### src/rtl/clk_stop_pkg.sv
package clk_stop_pkg;

  typedef enum logic [1:0] {
    ST_RUN,
    ST_STOPPING,
    ST_PARKED,
    ST_RESUME
  } stopState_e;

  // Strobes from control to the lane datapath
  typedef struct packed {
    logic hold;      // selected lanes keep their park/prep levels this edge
    logic prep;      // undriven mode: drive again ahead of the restart edge
    logic undriven;  // captured park mode
  } laneStrb_t;

endpackage

### src/rtl/clk_stop_filter.sv
module clk_stop_filter (
  input  logic clk,
  input  logic rst,
  input  logic stopReqN,
  input  logic sampleEn,
  output logic stopAcc
);
  logic syncA, syncB, lastSample, acceptedN;

  always_ff @(posedge clk) begin
    if (rst) begin
      syncA      <= 1'b1;
      syncB      <= 1'b1;
      lastSample <= 1'b1;
      acceptedN  <= 1'b1;
    end else begin
      syncA <= stopReqN;
      syncB <= syncA;
      if (sampleEn) begin
        lastSample <= syncB;
        if (syncB == lastSample) acceptedN <= syncB;
      end
    end
  end

  assign stopAcc = ~acceptedN;


  accept_on_sample_chk: assert property (@(posedge clk) disable iff (rst)
    (!$past(rst) && (acceptedN != $past(acceptedN))) |-> $past(sampleEn));

endmodule

### src/rtl/clk_stop_control.sv
module clk_stop_control
  import clk_stop_pkg::*;
#(
  parameter int LANES = 4
) (
  input  logic             clk,
  input  logic             rst,
  input  logic             stopReqN,
  input  logic             phase,
  input  logic [LANES-1:0] laneMask,
  input  logic             parkUndriven,
  output laneStrb_t        strb,
  output logic [LANES-1:0] laneHeld
);
  stopState_e       state;
  logic             stopAcc;
  logic             modeQ;
  logic [1:0]       resCnt;
  logic             stopCond, resumeCond, resumeNow;

  // Sample the request on edges where the true side falls (complement rises)
  clk_stop_filter uFilter (
    .clk      (clk),
    .rst      (rst),
    .stopReqN (stopReqN),
    .sampleEn (phase),
    .stopAcc  (stopAcc)
  );

  // Driven mode parks on a rising true edge, undriven mode on a falling one
  assign stopCond   = (phase == modeQ);
  assign resumeCond = (phase != modeQ);
  assign resumeNow  = (state == ST_RESUME) && (resCnt != 2'd0) && resumeCond;

  always_ff @(posedge clk) begin
    if (rst) begin
      state    <= ST_RUN;
      laneHeld <= '0;
      modeQ    <= 1'b0;
      resCnt   <= 2'd0;
    end else begin
      unique case (state)
        ST_RUN: if (stopAcc) begin
          laneHeld <= laneMask;
          modeQ    <= parkUndriven;
          state    <= ST_STOPPING;
        end
        ST_STOPPING: if (stopCond) state <= ST_PARKED;
        ST_PARKED: if (!stopAcc) begin
          state  <= ST_RESUME;
          resCnt <= 2'd0;
        end
        ST_RESUME: begin
          resCnt <= resCnt + 2'd1;
          if (resumeNow) state <= ST_RUN;
        end
        default: state <= ST_RUN;
      endcase
    end
  end

  always_comb begin
    strb.hold = ((state == ST_STOPPING) && stopCond) || (state == ST_PARKED) ||
                ((state == ST_RESUME) && !resumeNow);
    strb.prep     = (state == ST_RESUME) && modeQ;
    strb.undriven = modeQ;
  end


  resume_bound_chk: assert property (@(posedge clk) disable iff (rst)
    (state == ST_RESUME) |-> (resCnt <= 2'd2));

endmodule

### src/rtl/clk_stop_datapath.sv
module clk_stop_datapath
  import clk_stop_pkg::*;
#(
  parameter int LANES = 4
) (
  input  logic             clk,
  input  logic             rst,
  input  laneStrb_t        strb,
  input  logic [LANES-1:0] laneHeld,
  output logic             phase,
  output logic [LANES-1:0] trueQ,
  output logic [LANES-1:0] compQ,
  output logic [LANES-1:0] oeQ
);
  always_ff @(posedge clk) begin
    if (rst) phase <= 1'b0;
    else     phase <= ~phase;
  end

  for (genvar i = 0; i < LANES; i++) begin : gLane
    always_ff @(posedge clk) begin
      if (rst) begin
        trueQ[i] <= 1'b0;
        compQ[i] <= 1'b1;
        oeQ[i]   <= 1'b1;
      end else if (strb.hold && laneHeld[i]) begin
        if (!strb.undriven) begin
          trueQ[i] <= 1'b1;
          compQ[i] <= 1'b0;
          oeQ[i]   <= 1'b1;
        end else begin
          trueQ[i] <= 1'b0;
          compQ[i] <= strb.prep;
          oeQ[i]   <= strb.prep;
        end
      end else begin
        trueQ[i] <= ~phase;
        compQ[i] <= phase;
        oeQ[i]   <= 1'b1;
      end
    end


    driven_pair_chk: assert property (@(posedge clk) disable iff (rst)
      oeQ[i] |-> (trueQ[i] != compQ[i]));


    undriven_low_chk: assert property (@(posedge clk) disable iff (rst)
      !oeQ[i] |-> (!trueQ[i] && !compQ[i]));


    lane_freeze_chk: assert property (@(posedge clk) disable iff (rst)
      (!$past(rst) && (trueQ[i] == $past(trueQ[i]))) |->
        ($past(strb.hold) && $past(laneHeld[i])));
  end

endmodule

### src/rtl/clk_stop_ctrl.sv
module clk_stop_ctrl
  import clk_stop_pkg::*;
#(
  parameter int LANES = 4
) (
  input  logic             clk,
  input  logic             rst,
  input  logic             stopReqN,
  input  logic [LANES-1:0] laneStopMask,
  input  logic             parkUndriven,
  output logic [LANES-1:0] clkTrue,
  output logic [LANES-1:0] clkComp,
  output logic [LANES-1:0] driveEn
);
  laneStrb_t        strb;
  logic [LANES-1:0] laneHeld;
  logic             phase;

  clk_stop_control #(.LANES(LANES)) uCtrl (
    .clk          (clk),
    .rst          (rst),
    .stopReqN     (stopReqN),
    .phase        (phase),
    .laneMask     (laneStopMask),
    .parkUndriven (parkUndriven),
    .strb         (strb),
    .laneHeld     (laneHeld)
  );

  clk_stop_datapath #(.LANES(LANES)) uPath (
    .clk      (clk),
    .rst      (rst),
    .strb     (strb),
    .laneHeld (laneHeld),
    .phase    (phase),
    .trueQ    (clkTrue),
    .compQ    (clkComp),
    .oeQ      (driveEn)
  );

endmodule

### config.mk
export PLATFORM = sky130hd
export DESIGN_NAME = clk_stop_ctrl
export DESIGN_NICKNAME = d
export VERILOG_FILES = /design/src/rtl/clk_stop_pkg.sv /design/src/rtl/clk_stop_filter.sv /design/src/rtl/clk_stop_control.sv /design/src/rtl/clk_stop_datapath.sv /design/src/rtl/clk_stop_ctrl.sv
export SDC_FILE = /design/constraint.sdc
export NUM_CORES = 1
export LEC_CHECK = 0
export ABC_AREA = 1
export BUFFER_PORTS_ARGS = -buffer_cell sky130_fd_sc_hd__buf_4
export CAP_MARGIN = 10
export CORE_UTILIZATION = 56
export DETAILED_ROUTE_END_ITERATION = 12
export GPL_TIMING_DRIVEN = 0
export PLACE_DENSITY = 0.87
export REMOVE_ABC_BUFFERS = 1
export SYNTH_ARGS = -nofsm -noshare
export SYNTH_HDL_FRONTEND = slang
export SYNTH_SLANG_ARGS = --single-unit
export TNS_END_PERCENT = 100
### constraint.sdc
create_clock -name clk -period 2.8 [get_ports clk]
set_input_delay 0.42 -clock clk [delete_from_list [all_inputs] [get_ports clk]]
set_output_delay 0.42 -clock clk [all_outputs]
set_load 0.02 [all_outputs]
**After elaboration in Yosys (flattened, before gate mapping)**

Index checks and enable logic that the tools add are counted.

- Mux-type cells: 18
- Reductions and logical operators: 23
- Equality and inequality tests: 10
- Add/subtract/negate cells: 1
- Bitwise gates (word level): 6

Operators by type and width:

| kind | number |
|---|---|
| 1-bit two-way mux | 11 |
| 2-bit two-way mux | 5 |
| 1-bit logical AND | 9 |
| 2-bit one-hot mux with 4 select lines | 1 |
| 2-bit OR reduction | 4 |
| 1-bit inverter | 6 |
| 2-bit AND reduction | 3 |
| 2-bit == test (second input constant) | 2 |
| 2-bit by 1-bit != test with 1-bit output (second input constant) | 2 |
| 2-bit != test (second input constant) | 2 |
| 2-bit one-hot mux with 2 select lines | 1 |
| 4-bit AND reduction | 1 |
| 2-bit nonzero test | 2 |
| 2-bit by 1-bit adder with 2-bit output (second input constant) | 1 |
| 1-bit == test | 2 |
| 2-bit by 1-bit == test with 1-bit output (second input constant) | 1 |
| 2-bit zero test | 1 |
| 1-bit logical OR | 2 |
| 1-bit zero test | 1 |
| 1-bit != test | 1 |

- Register bits after elaboration: 26
- Output and inout bits: 12
- Input port bits: 8
- Logic and storage cells: 79

**Longest topological paths before layout**

Gate-level depths: netlist of the first run.

- Depth after elaboration: 9
- Mapped depth: 10

**Hierarchy**

From an unflattened synthesis of the first run, not the netlist that was laid out.

- Cell total of the unflattened synthesis: 147
- Area, all modules: 1089.8 µm²

By module, submodules not included:

| module | instances | area each (µm²) | cells an instance | seq. area each (µm²) |
|---|---|---|---|---|
| clk_stop_control | 1 | 500.5 | 73 | 180.2 |
| clk_stop_datapath | 1 | 445.4 | 57 | 260.2 |
| clk_stop_filter | 1 | 143.9 | 17 | 80.1 |

**Least setup slack after synthesis of the first run**

OpenSTA, ideal clock, no wires.

- Kind: register -> register
- Start: reg uCtrl.state[0]
- End: reg uCtrl.state[0]
- Required time: 2.684 ns
- Data arrival time: 1.179 ns
- Period minus slack after synthesis: 1.295 ns
- Slack: 1.505 ns
- Library setup time: 0.116 ns
- Stages on the path, launching flop included: 9
- Cell sequence: dfxtp_1 -> inv_1 -> ha_1 -> inv_1 -> nor2_1 -> a21oi_1 -> nand3_1 -> o21ai_0 -> nor2_1

- Word-level cells in the longest chain between the ends: 5

RTL lines:

| item | line | text |
|---|---|---|
| start, declared | clk_stop_control.sv:15 | `stopState_e state;` |
| start signal, assigned | clk_stop_control.sv:37 | `state <= ST_RUN;` |
| start signal, assigned | clk_stop_control.sv:46 | `state <= ST_STOPPING;` |
| start signal, assigned | clk_stop_control.sv:48 | `ST_STOPPING: if (stopCond) state <= ST_PARKED;` |
| 2-bit == test | clk_stop_control.sv:33, clk_stop_control.sv:42 |  |
| 1-bit logical AND (2 in series) | clk_stop_control.sv:33 | `assign resumeNow = (state == ST_RESUME) && (resCnt != 2'd0) && resumeCond;` |
| 2-bit by 1-bit != test with 1-bit output (no source line) | - |  |
| 4-bit AND reduction (no source line) | - |  |

Parallel ways exist; a longest one is shown, timed or not.
A chain may end at the register's enable or synchronous reset.

**Final worst setup path of the first run**

Same ends and word-level chain as after synthesis.

==> out/metrics.yaml, run 1 <==
leakagePower_uw: 0.0005821
nNetsFinal: 167
cpMaxStageDelayCell: "dfxtp_1"
port_buffers: 19
power.share.sequential_pct: 47.8
cts_tree: "built"
yosysWarnings: 0
ff2ff_setup_slack_ps: 1320
startpoint: "uCtrl.state[0]"
grt_pass1_wl_um: 3325
crit_path_end: "uCtrl.state[0]"
cp_max_fo: 4
worstRegToRegCells: 8
syn2layout_area_growth_pct: 19.50
path_class: "flip-flop to flip-flop"
max-slew-margin-rel_pct: 72.90
track_usage_pct: 22.45
dr.pass1.iters: 4
grt_pass1_vias: 850
pwr-share-comb_pct: 23.2
grt_max_degree: 17
synth_top_area_cell: "dfxtp_1"
cap_viol_max_count: 0
cts_made_buffers: 3
clkTransAtPathRegs_ps: 130
hp-class: "input pin to flip-flop"
timing.rr.start: "uCtrl.state[0]"
die_area_um2: 2068
vdd_ir_drop_max_mv: 0.5219
cp_top_family: "flip-flops"
post-route-period-util_pct: 53.01
start_kind: "flip-flop"
switching_share_pct: 29.07
cellPowerDensity_nw_per_um2: 686.2
holdCritStartpoint: "stopReqN"
synth.cell_area_um2: 1059
seq_area_um2: 520.5
remaining_drc_errors: 0
n_antenna_cell: 0
regToRegEndpoint: "uCtrl.state[0]"
hold_viol_final: 0
cts.path.max_buffers: 2
via_per_inst: 5.107
avgSynthCellArea_um2: 7.959
drive_gt1_share_pct: 20.26
overflow: 0
routedWlPerCell_um: 10.69
rows: 15
htree_levels: 1
internal-power_uw: 615.7
p_sw_uw: 252.3
cp.arrival_ps: 1710
die_width_um: 45.48
multi_input_area_um2: 454.2
synth_top_area_share_pct: 49.17
setup_viol: 0
crit_chain: "inv_1, ha_1, inv_1, nor2_1, a21oi_1, nand3_1, o21ai_0, nor2_1"
post_cts_buffers: 0
fillers: 151
slew_violations: 0
drtAntennaViolNets: 0
worst-path-stages: 8
postCtsResizedCells: 0
power.total_uw: 868.0
fin_crit_ps: 1484
end_kind: "flip-flop"
worst_slew_pin_slew_ps: 406.1
place_hpwl_um: 1441
drtIter0Drc: 13
syn_inst: 133
gp_congestion: 0.7567
required_ps: 3020
wl_um: 1902
synth_cell_type_count: 19
cpPeakStageDelay_ps: 400
max_freq_mhz: 673.7
vias: 909
synth.area.top_cells: "dfxtp_1 (49%), nor2_1 (7.8%), nand3_1 (6.6%)"
die_y_um: 45.48
io_pins: 20
grt_antenna_before_repair: 0
clock_latency_ps: 320
status: "finished, final reports clean"
cts_hold_buf: 0
ys_ff_latch: 26
cts_root_buffer: "clkbuf_4"
rsz0062_at_grt: "no"
finalSetupTns_ps: 0
cts.sink_count: 26
fin_util_pct: 72.47
crit_buf_inv: 2
fin_skew_ps: 4.365
clockPowerShare_pct: 29.0
synth_seq_area_share_pct: 49.17
initial_core_util_pct: 60.65
core-area_um2: 1745
[layer usage]
metal	GRT usage (%)	share of wire, %
met1	23.46	41
met2	40.57	51
met3	5.159	4.9
met4	12.73	2.4
met5	0	0
[sequential cells by signal, indices dropped and copies added (netlist names)]
name,cells
uCtrl.laneHeld,4
uCtrl.modeQ,1
uCtrl.resCnt,2
uCtrl.state,2
uCtrl.uFilter.acceptedN,1
uCtrl.uFilter.lastSample,1
uCtrl.uFilter.syncA,1
uCtrl.uFilter.syncB,1
uPath.compQ,4
uPath.oeQ,4
uPath.phase,1
uPath.trueQ,4
[Yosys cell counts, drive strengths merged]
master,instances
a21oi,6
dfxtp,26
nand2,21
o211ai,1
nand3,16
buf,2
nand4,4
nor2,22
clkbuf,1
nor3,1
inv,17
ha,5
o21ai,9
or2,2
[layout make-up]
class                   instances  share of cell area, %
clock buffers                   3                  1.780
well taps                      25                  2.473
clock inverters                 1                  2.374
inverters                      17                  5.045
multi-input cells              87                  35.91
repair buffers                 19                  11.28
flip-flops and latches         26                  41.15
[cell families after synthesis]
group	synth area share, %
buf+inv	7.919
simple gates	29.20
fa+ha+maj	5.910
compound gates	7.801
flops	49.17
[cells in the final DEF, fill, tap and decap left out]
cell	n
nor3_1	1
o21ai_0	9
nand3_1	14
clkbuf_4	3
nand3_4	1
buf_4	19
nand3_2	1
nand2_2	3
bufinv_16	1
a21oi_1	6
inv_1	16
nor2_1	22
nand2_1	18
or2_2	2
nand4_1	4
inv_2	1
o211ai_1	1
ha_1	5
dfxtp_1	26
[power by group through the flow]
stage	Sequential, uW	Clock (uW)	Combinational, uW
after floorplan	431	0	140
after global placement	422	0	192
after detailed placement	424	0	200
after CTS	415	256	202
after global routing	419	275	235
final	415	252	201
[worst min-delay path by stage]
stage	to	slack [ps]	cells after the start
floorplan	uCtrl.uFilter.syncB	390	1
global placement	uCtrl.uFilter.syncB	390	1
CTS	uCtrl.uFilter.syncA	270	2
finish	uCtrl.uFilter.syncA	270	2
detailed placement	uCtrl.uFilter.syncB	400	1
global route	uCtrl.uFilter.syncA	250	2
[through the flow]
step | setup WS [ps] | hold WS, ps | instance area (um2) | instances
2_1_floorplan | 1505 | 389.5 | 1039 | 130
3_3_place_gp | 1369 | 391.2 | 1212 | 174
3_5_place_dp | 1327 | 397.9 | 1212 | 174
4_1_cts | 1302 | 267.3 | 1265 | 178
5_1_grt | 1109 | 251.9 | 1265 | 178
6_report | 1316 | 272.8 | 1265 | 178
(Power assumes the default switching activity.)
==> run 2: changes to the inputs <==
--- a/config.mk
+++ b/config.mk
@@ -8,10 +8,10 @@
 export ABC_AREA = 1
 export BUFFER_PORTS_ARGS = -buffer_cell sky130_fd_sc_hd__buf_4
 export CAP_MARGIN = 10
-export CORE_UTILIZATION = 56
+export CORE_UTILIZATION = 47
 export DETAILED_ROUTE_END_ITERATION = 12
 export GPL_TIMING_DRIVEN = 0
-export PLACE_DENSITY = 0.87
+export PLACE_DENSITY = 0.79
 export REMOVE_ABC_BUFFERS = 1
 export SYNTH_ARGS = -nofsm -noshare
 export SYNTH_HDL_FRONTEND = slang
==> constraint.sdc (replaced) <==
create_clock -name clk -period 1.3 [get_ports clk]
set_input_delay 0.195 -clock clk [delete_from_list [all_inputs] [get_ports clk]]
set_output_delay 0.195 -clock clk [all_outputs]
set_load 0.02 [all_outputs]
==> out/metrics.yaml, run 2 (synthesis results as in run 1) <==
status: "complete, but fails checks"
violations: "negative setup slack"
cts_hold_buf: 0
gp_congestion: 0.7780
overflow: 0
die_area_um2: 2446
cpMaxStageDelayCell: "dfxtp_2"
cts.path.max_buffers: 2
hold_end: "uCtrl.uFilter.syncA"
vias: 973
hp-class: "input pin to flip-flop"
fin_crit_ps: 1325
leakagePower_uw: 0.0006281
io_pins: 20
cts_tree: "built"
initial_core_util_pct: 51.84
final_cell_mix: "buf_4 (28), dfxtp_1 (20), nor2_1 (19)"
grt_pass1_wl_um: 3387
slew_violations: 0
internal-power_uw: 1285
track_usage_pct: 17.96
nNetsFinal: 177
path_class: "flip-flop to flip-flop"
rows: 16
clkTransAtPathRegs_ps: 130
post-route-period-util_pct: 101.9
worst_slew_pin_slew_ps: 516.0
wl_met1_um: 901
cp_top_family: "flip-flops"
cpPeakStageDelay_ps: 360
drive_gt1_share_pct: 44.44
pwr-share-comb_pct: 37.2
hold_viol_final: 0
max_freq_mhz: 754.9
n_antenna_cell: 0
grt_max_degree: 17
required_ps: 1530
dr.pass1.iters: 4
place_hpwl_um: 1478
cts_made_buffers: 3
routedWlPerCell_um: 12.49
port_buffers: 19
wl_met2_um: 1283
cp_max_fo: 4
grt_pass1_vias: 857
crit_buf_inv: 2
cellPowerDensity_nw_per_um2: 1383
via_per_inst: 5.148
min_path_cells: 2
switching_share_pct: 34.17
fin_skew_ps: 6.757
holdCritStartpoint: "stopReqN"
ff2ff_setup_slack_ps: -20
grt_antenna_before_repair: 0
power.total_uw: 1952
vdd_ir_drop_max_mv: 0.8919
die_width_um: 49.46
setup_slack_ps: -24.68
top_layer_used: "met4"
setup_viol: 1
wl_um: 2360
core-area_um2: 2042
p_sw_uw: 667.1
drtAntennaViolNets: 0
clock_latency_ps: 320
clockPowerShare_pct: 16.7
cp.arrival_ps: 1550
end_kind: "flip-flop"
regToRegEndpoint: "uCtrl.state[0]"
route.met3.wl_um: 131
crit_chain: "inv_1, ha_2, inv_4, nor2_4, a21oi_2, nand3_2, o21ai_2, nor2_1"
syn2layout_area_growth_pct: 33.33
timing.rr.start: "uCtrl.state[0]"
cts_root_buffer: "clkbuf_4"
remaining_drc_errors: 0
rsz0062_at_grt: "yes"
die_y_um: 49.46
finalSetupTns_ps: -24.68
cts.sink_count: 26
start_kind: "flip-flop"
worstRegToRegCells: 8
drtIter0Drc: 10
dp_slack_ps: -187.6
fin_util_pct: 69.12
final_common_cell: "buf_4"
htree_levels: 1
cap_viol_max_count: 0
power.share.sequential_pct: 46.1
max-slew-margin-rel_pct: 65.56
==> run 2: routing by layer <==
| metal | vias up | global-route usage, % |
|---|---|---|
| li1 | 489 | - |
| met1 | 446 | 18.74 |
| met2 | 34 | 34.47 |
| met3 | 4 | 4.630 |
| met4 | 0 | 5.714 |
| met5 | - | 0 |
==> run 2: power by group through the flow <==
stage	combinational (uW)	sequential [uW]	clock [uW]
after floorplan	302	929	0
after global placement	413	908	0
after detailed placement	435	913	0
after CTS	526	896	340
after global routing	793	905	372
final	726	900	327
==> run 2: layout make-up <==
class / count / area, um2
clock buffer: 3 / 22.52
fill: 175 / 630.6
inverter: 17 / 66.31
multi-input combinational: 88 / 545.5
sequential: 26 / 533.0
tap: 27 / 33.78
timing repair buffer: 28 / 210.2
==> run 2: repair_timing <==
item,in CTS,in global routing
endpoints found under the setup margin,12,21
gates resized for setup,8,33
buffers inserted,4,5
gates cloned,0,1
pin swaps,2,10
==> run 2: worst max-delay path by stage <==
stage	startpoint	end	slack [ps]	depth (start not counted)
6_report	uCtrl.state[0]	uCtrl.state[0]	-20	8
4_1_cts	uCtrl.state[0]	uCtrl.state[0]	-40	8
2_1_floorplan	uCtrl.state[0]	uCtrl.state[0]	5	8
3_5_place_dp	uCtrl.state[0]	uCtrl.state[0]	-190	8
3_3_place_gp	uCtrl.state[0]	uCtrl.state[0]	-130	8
5_1_grt	uCtrl.state[0]	uCtrl.state[0]	-100	8
==> run 2: per-stage QoR <==
stage	cells	hold slack (ps)	instance area, um2
after floorplan	130	264.1	1039
after global placement	176	379.9	1215
after detailed placement	176	382.3	1215
after CTS	183	50.09	1276
after global routing	189	35.79	1411
final	189	52.88	1411
==> run 3: changes to the inputs <==
--- a/config.mk
+++ b/config.mk
@@ -5,13 +5,12 @@
 export SDC_FILE = /design/constraint.sdc
 export NUM_CORES = 1
 export LEC_CHECK = 0
-export ABC_AREA = 1
 export BUFFER_PORTS_ARGS = -buffer_cell sky130_fd_sc_hd__buf_4
 export CAP_MARGIN = 10
-export CORE_UTILIZATION = 47
+export CORE_UTILIZATION = 48
 export DETAILED_ROUTE_END_ITERATION = 12
 export GPL_TIMING_DRIVEN = 0
-export PLACE_DENSITY = 0.79
+export PLACE_DENSITY = 0.8
 export REMOVE_ABC_BUFFERS = 1
 export SYNTH_ARGS = -nofsm -noshare
 export SYNTH_HDL_FRONTEND = slang
==> out/metrics.yaml, run 3 <==
cpMaxStageDelayCell: "dfxtp_4"
cts.sink_count: 26
yosysWarnings: 0
cellPowerDensity_nw_per_um2: 1177
worstRegToRegCells: 5
synth_top_area_cell: "dfxtp_1"
drtAntennaViolNets: 0
leakagePower_uw: 0.0005463
path_class: "flip-flop to flip-flop"
synth_edf_count: 0
rows: 17
violations: "negative setup slack"
max_freq_mhz: 693.7
grt_max_degree: 25
die_y_um: 50.28
io_pins: 20
grt_pass1_vias: 872
post-route-period-util_pct: 110.9
final_common_cell: "dfxtp_1"
crit_chain: "inv_4, ha_4, o31ai_4, a21oi_2, a211o_1"
final_cell_mix: "dfxtp_1 (22), buf_4 (20), nor2_1 (8)"
synth_seq_area_share_pct: 46.53
routedWlPerCell_um: 15.22
remaining_drc_errors: 0
place_hpwl_um: 1374
yosys-top-cells-count: "dfxtp_1 (26), a21oi_1 (9), nor2_1 (8)"
rsz0062_at_grt: "yes"
syn2layout_area_growth_pct: 36.69
grt_pass1_wl_um: 3898
cap_viol_max_count: 0
die_width_um: 50.28
synth.area.top_cells: "dfxtp_1 (47%), ha_1 (5.6%), mux2i_1 (4.5%)"
ff2ff_setup_slack_ps: -140
track_usage_pct: 20.23
async_reset_ff_share_pct: 0
crit_buf_inv: 1
hold_viol_final: 0
fin_crit_ps: 1442
n_antenna_cell: 0
cts_made_buffers: 3
fillers: 167
fin_skew_ps: 8.423
synth-main-ff-cell: "dfxtp_1"
avgSynthCellArea_um2: 10.26
end_kind: "flip-flop"
dr.pass1.iters: 4
synth_most_common_cell: "dfxtp_1"
gp_congestion: 0.7493
hp-class: "input pin to flip-flop"
startpoint: "uCtrl.state[0]"
synth.cell_area_um2: 1119
syn_inst: 109
via_per_inst: 5.563
grt_antenna_before_repair: 0
worst_hold_slack_ps: 51.80
slew_violations: 0
max-slew-margin-rel_pct: 72.48
synth_cell_type_count: 30
required_ps: 1520
core-area_um2: 2212
ys_ff_latch: 26
vdd_ir_drop_max_mv: 0.7172
vias: 879
crit_path_end: "uPath.compQ[0]"
cts_root_buffer: "clkbuf_4"
cts.path.max_buffers: 2
clock_latency_ps: 320
initial_core_util_pct: 50.57
timing.rr.start: "uCtrl.state[0]"
overflow: 0
cpPeakStageDelay_ps: 420
setup_viol: 21
cp_max_fo: 6
synth_top_area_share_pct: 46.53
start_kind: "flip-flop"
worst_slew_pin_slew_ps: 412.2
regToRegEndpoint: "uPath.compQ[0]"
die_area_um2: 2528
cp_top_family: "compound AO/OA/AOI/OAI gates"
drive_gt1_share_pct: 46.15
nNetsFinal: 144
cp.arrival_ps: 1660
cts_tree: "built"
power.total_uw: 1799
setup_slack_ps: -141.5
wl_um: 2405
status: "complete, but fails checks"
clkTransAtPathRegs_ps: 150
worst-path-stages: 5
port_buffers: 19
htree_levels: 1
drtIter0Drc: 15
==> run 3: how the worst min path moves through the flow <==
stage | end | cells past startpoint | start
after floorplan | uCtrl.state[0] | 1 | rst
after global placement | uCtrl.uFilter.syncA | 2 | stopReqN
after detailed placement | uPath.oeQ[3] | 1 | uCtrl.laneHeld[3]
after CTS | uCtrl.uFilter.syncA | 2 | stopReqN
after global routing | uCtrl.uFilter.syncA | 2 | stopReqN
final | uCtrl.uFilter.syncA | 2 | stopReqN
==> run 3: per-stage QoR <==
| stage | instances | setup slack [ps] | instance area, um2 | util, % | TNS (ps) |
|---|---|---|---|---|---|
| 2_1_floorplan | 102 | -288.4 | 1079 | - | -2783 |
| 3_3_place_gp | 149 | -443.8 | 1256 | 56.79 | -5422 |
| 3_5_place_dp | 149 | -551.0 | 1256 | 56.79 | -6728 |
| 4_1_cts | 157 | -104.5 | 1513 | 68.38 | -1250 |
| 5_1_grt | 158 | -191.7 | 1529 | 69.12 | -3154 |
| 6_report | 158 | -141.5 | 1529 | 69.12 | -2040 |
==> run 3: area by class of cell <==
class / instances / area [um2] / share of cell area, %
Sequential cell: 26 / 535.5 / 35.02
Multi-Input combinational cell: 72 / 693.2 / 45.34
Tap cell: 28 / 35.03 / 2.291
Inverter: 4 / 17.52 / 1.146
Clock buffer: 3 / 22.52 / 1.473
Clock inverter: 1 / 30.03 / 1.964
Timing Repair Buffer: 24 / 195.2 / 12.77
==> run 3: cell families (layout without fill, tap and decap cells) <==
family	count (synthesis)	after routing	share of synthesized area (%)
AND/OR/NAND/NOR	29	29	14.99
AO/OA/AOI/OAI	31	31	20.25
XOR/XNOR	2	2	3.244
adder cells (fa/ha/maj)	5	5	5.593
multiplexers	5	5	4.474
flip-flops	26	26	46.53
buffers and inverters	11	32	4.921
==> run 3: worst register-to-register path: cells and delay by family (launching register included) <==
kind | cells | cell delay (ps)
buf+inv | 1 | 50
compound gates | 3 | 680
fa+ha+maj | 1 | 200
flops | 1 | 420
==> run 3: power breakdown <==
group	switching [uW]	internal (uW)
logic	189	183
registers	39.1	835
clock network	241	312
==> run 3: timing repair <==
item	in CTS	in global routing
pin swaps	18	5
endpoints found under the hold margin	0	0
buffers inserted	4	1
gates cloned	0	0
resized for setup	45	3
hold buffers	0	0
endpoints found under the setup margin	21	21
==> run 3: metal layers <==
layer | wire (um) | global-route usage [%]
met5 | 0 | 0
met4 | 0 | 5.238
met3 | 57 | 3.030
met2 | 1315 | 38.00
met1 | 1031 | 23.36
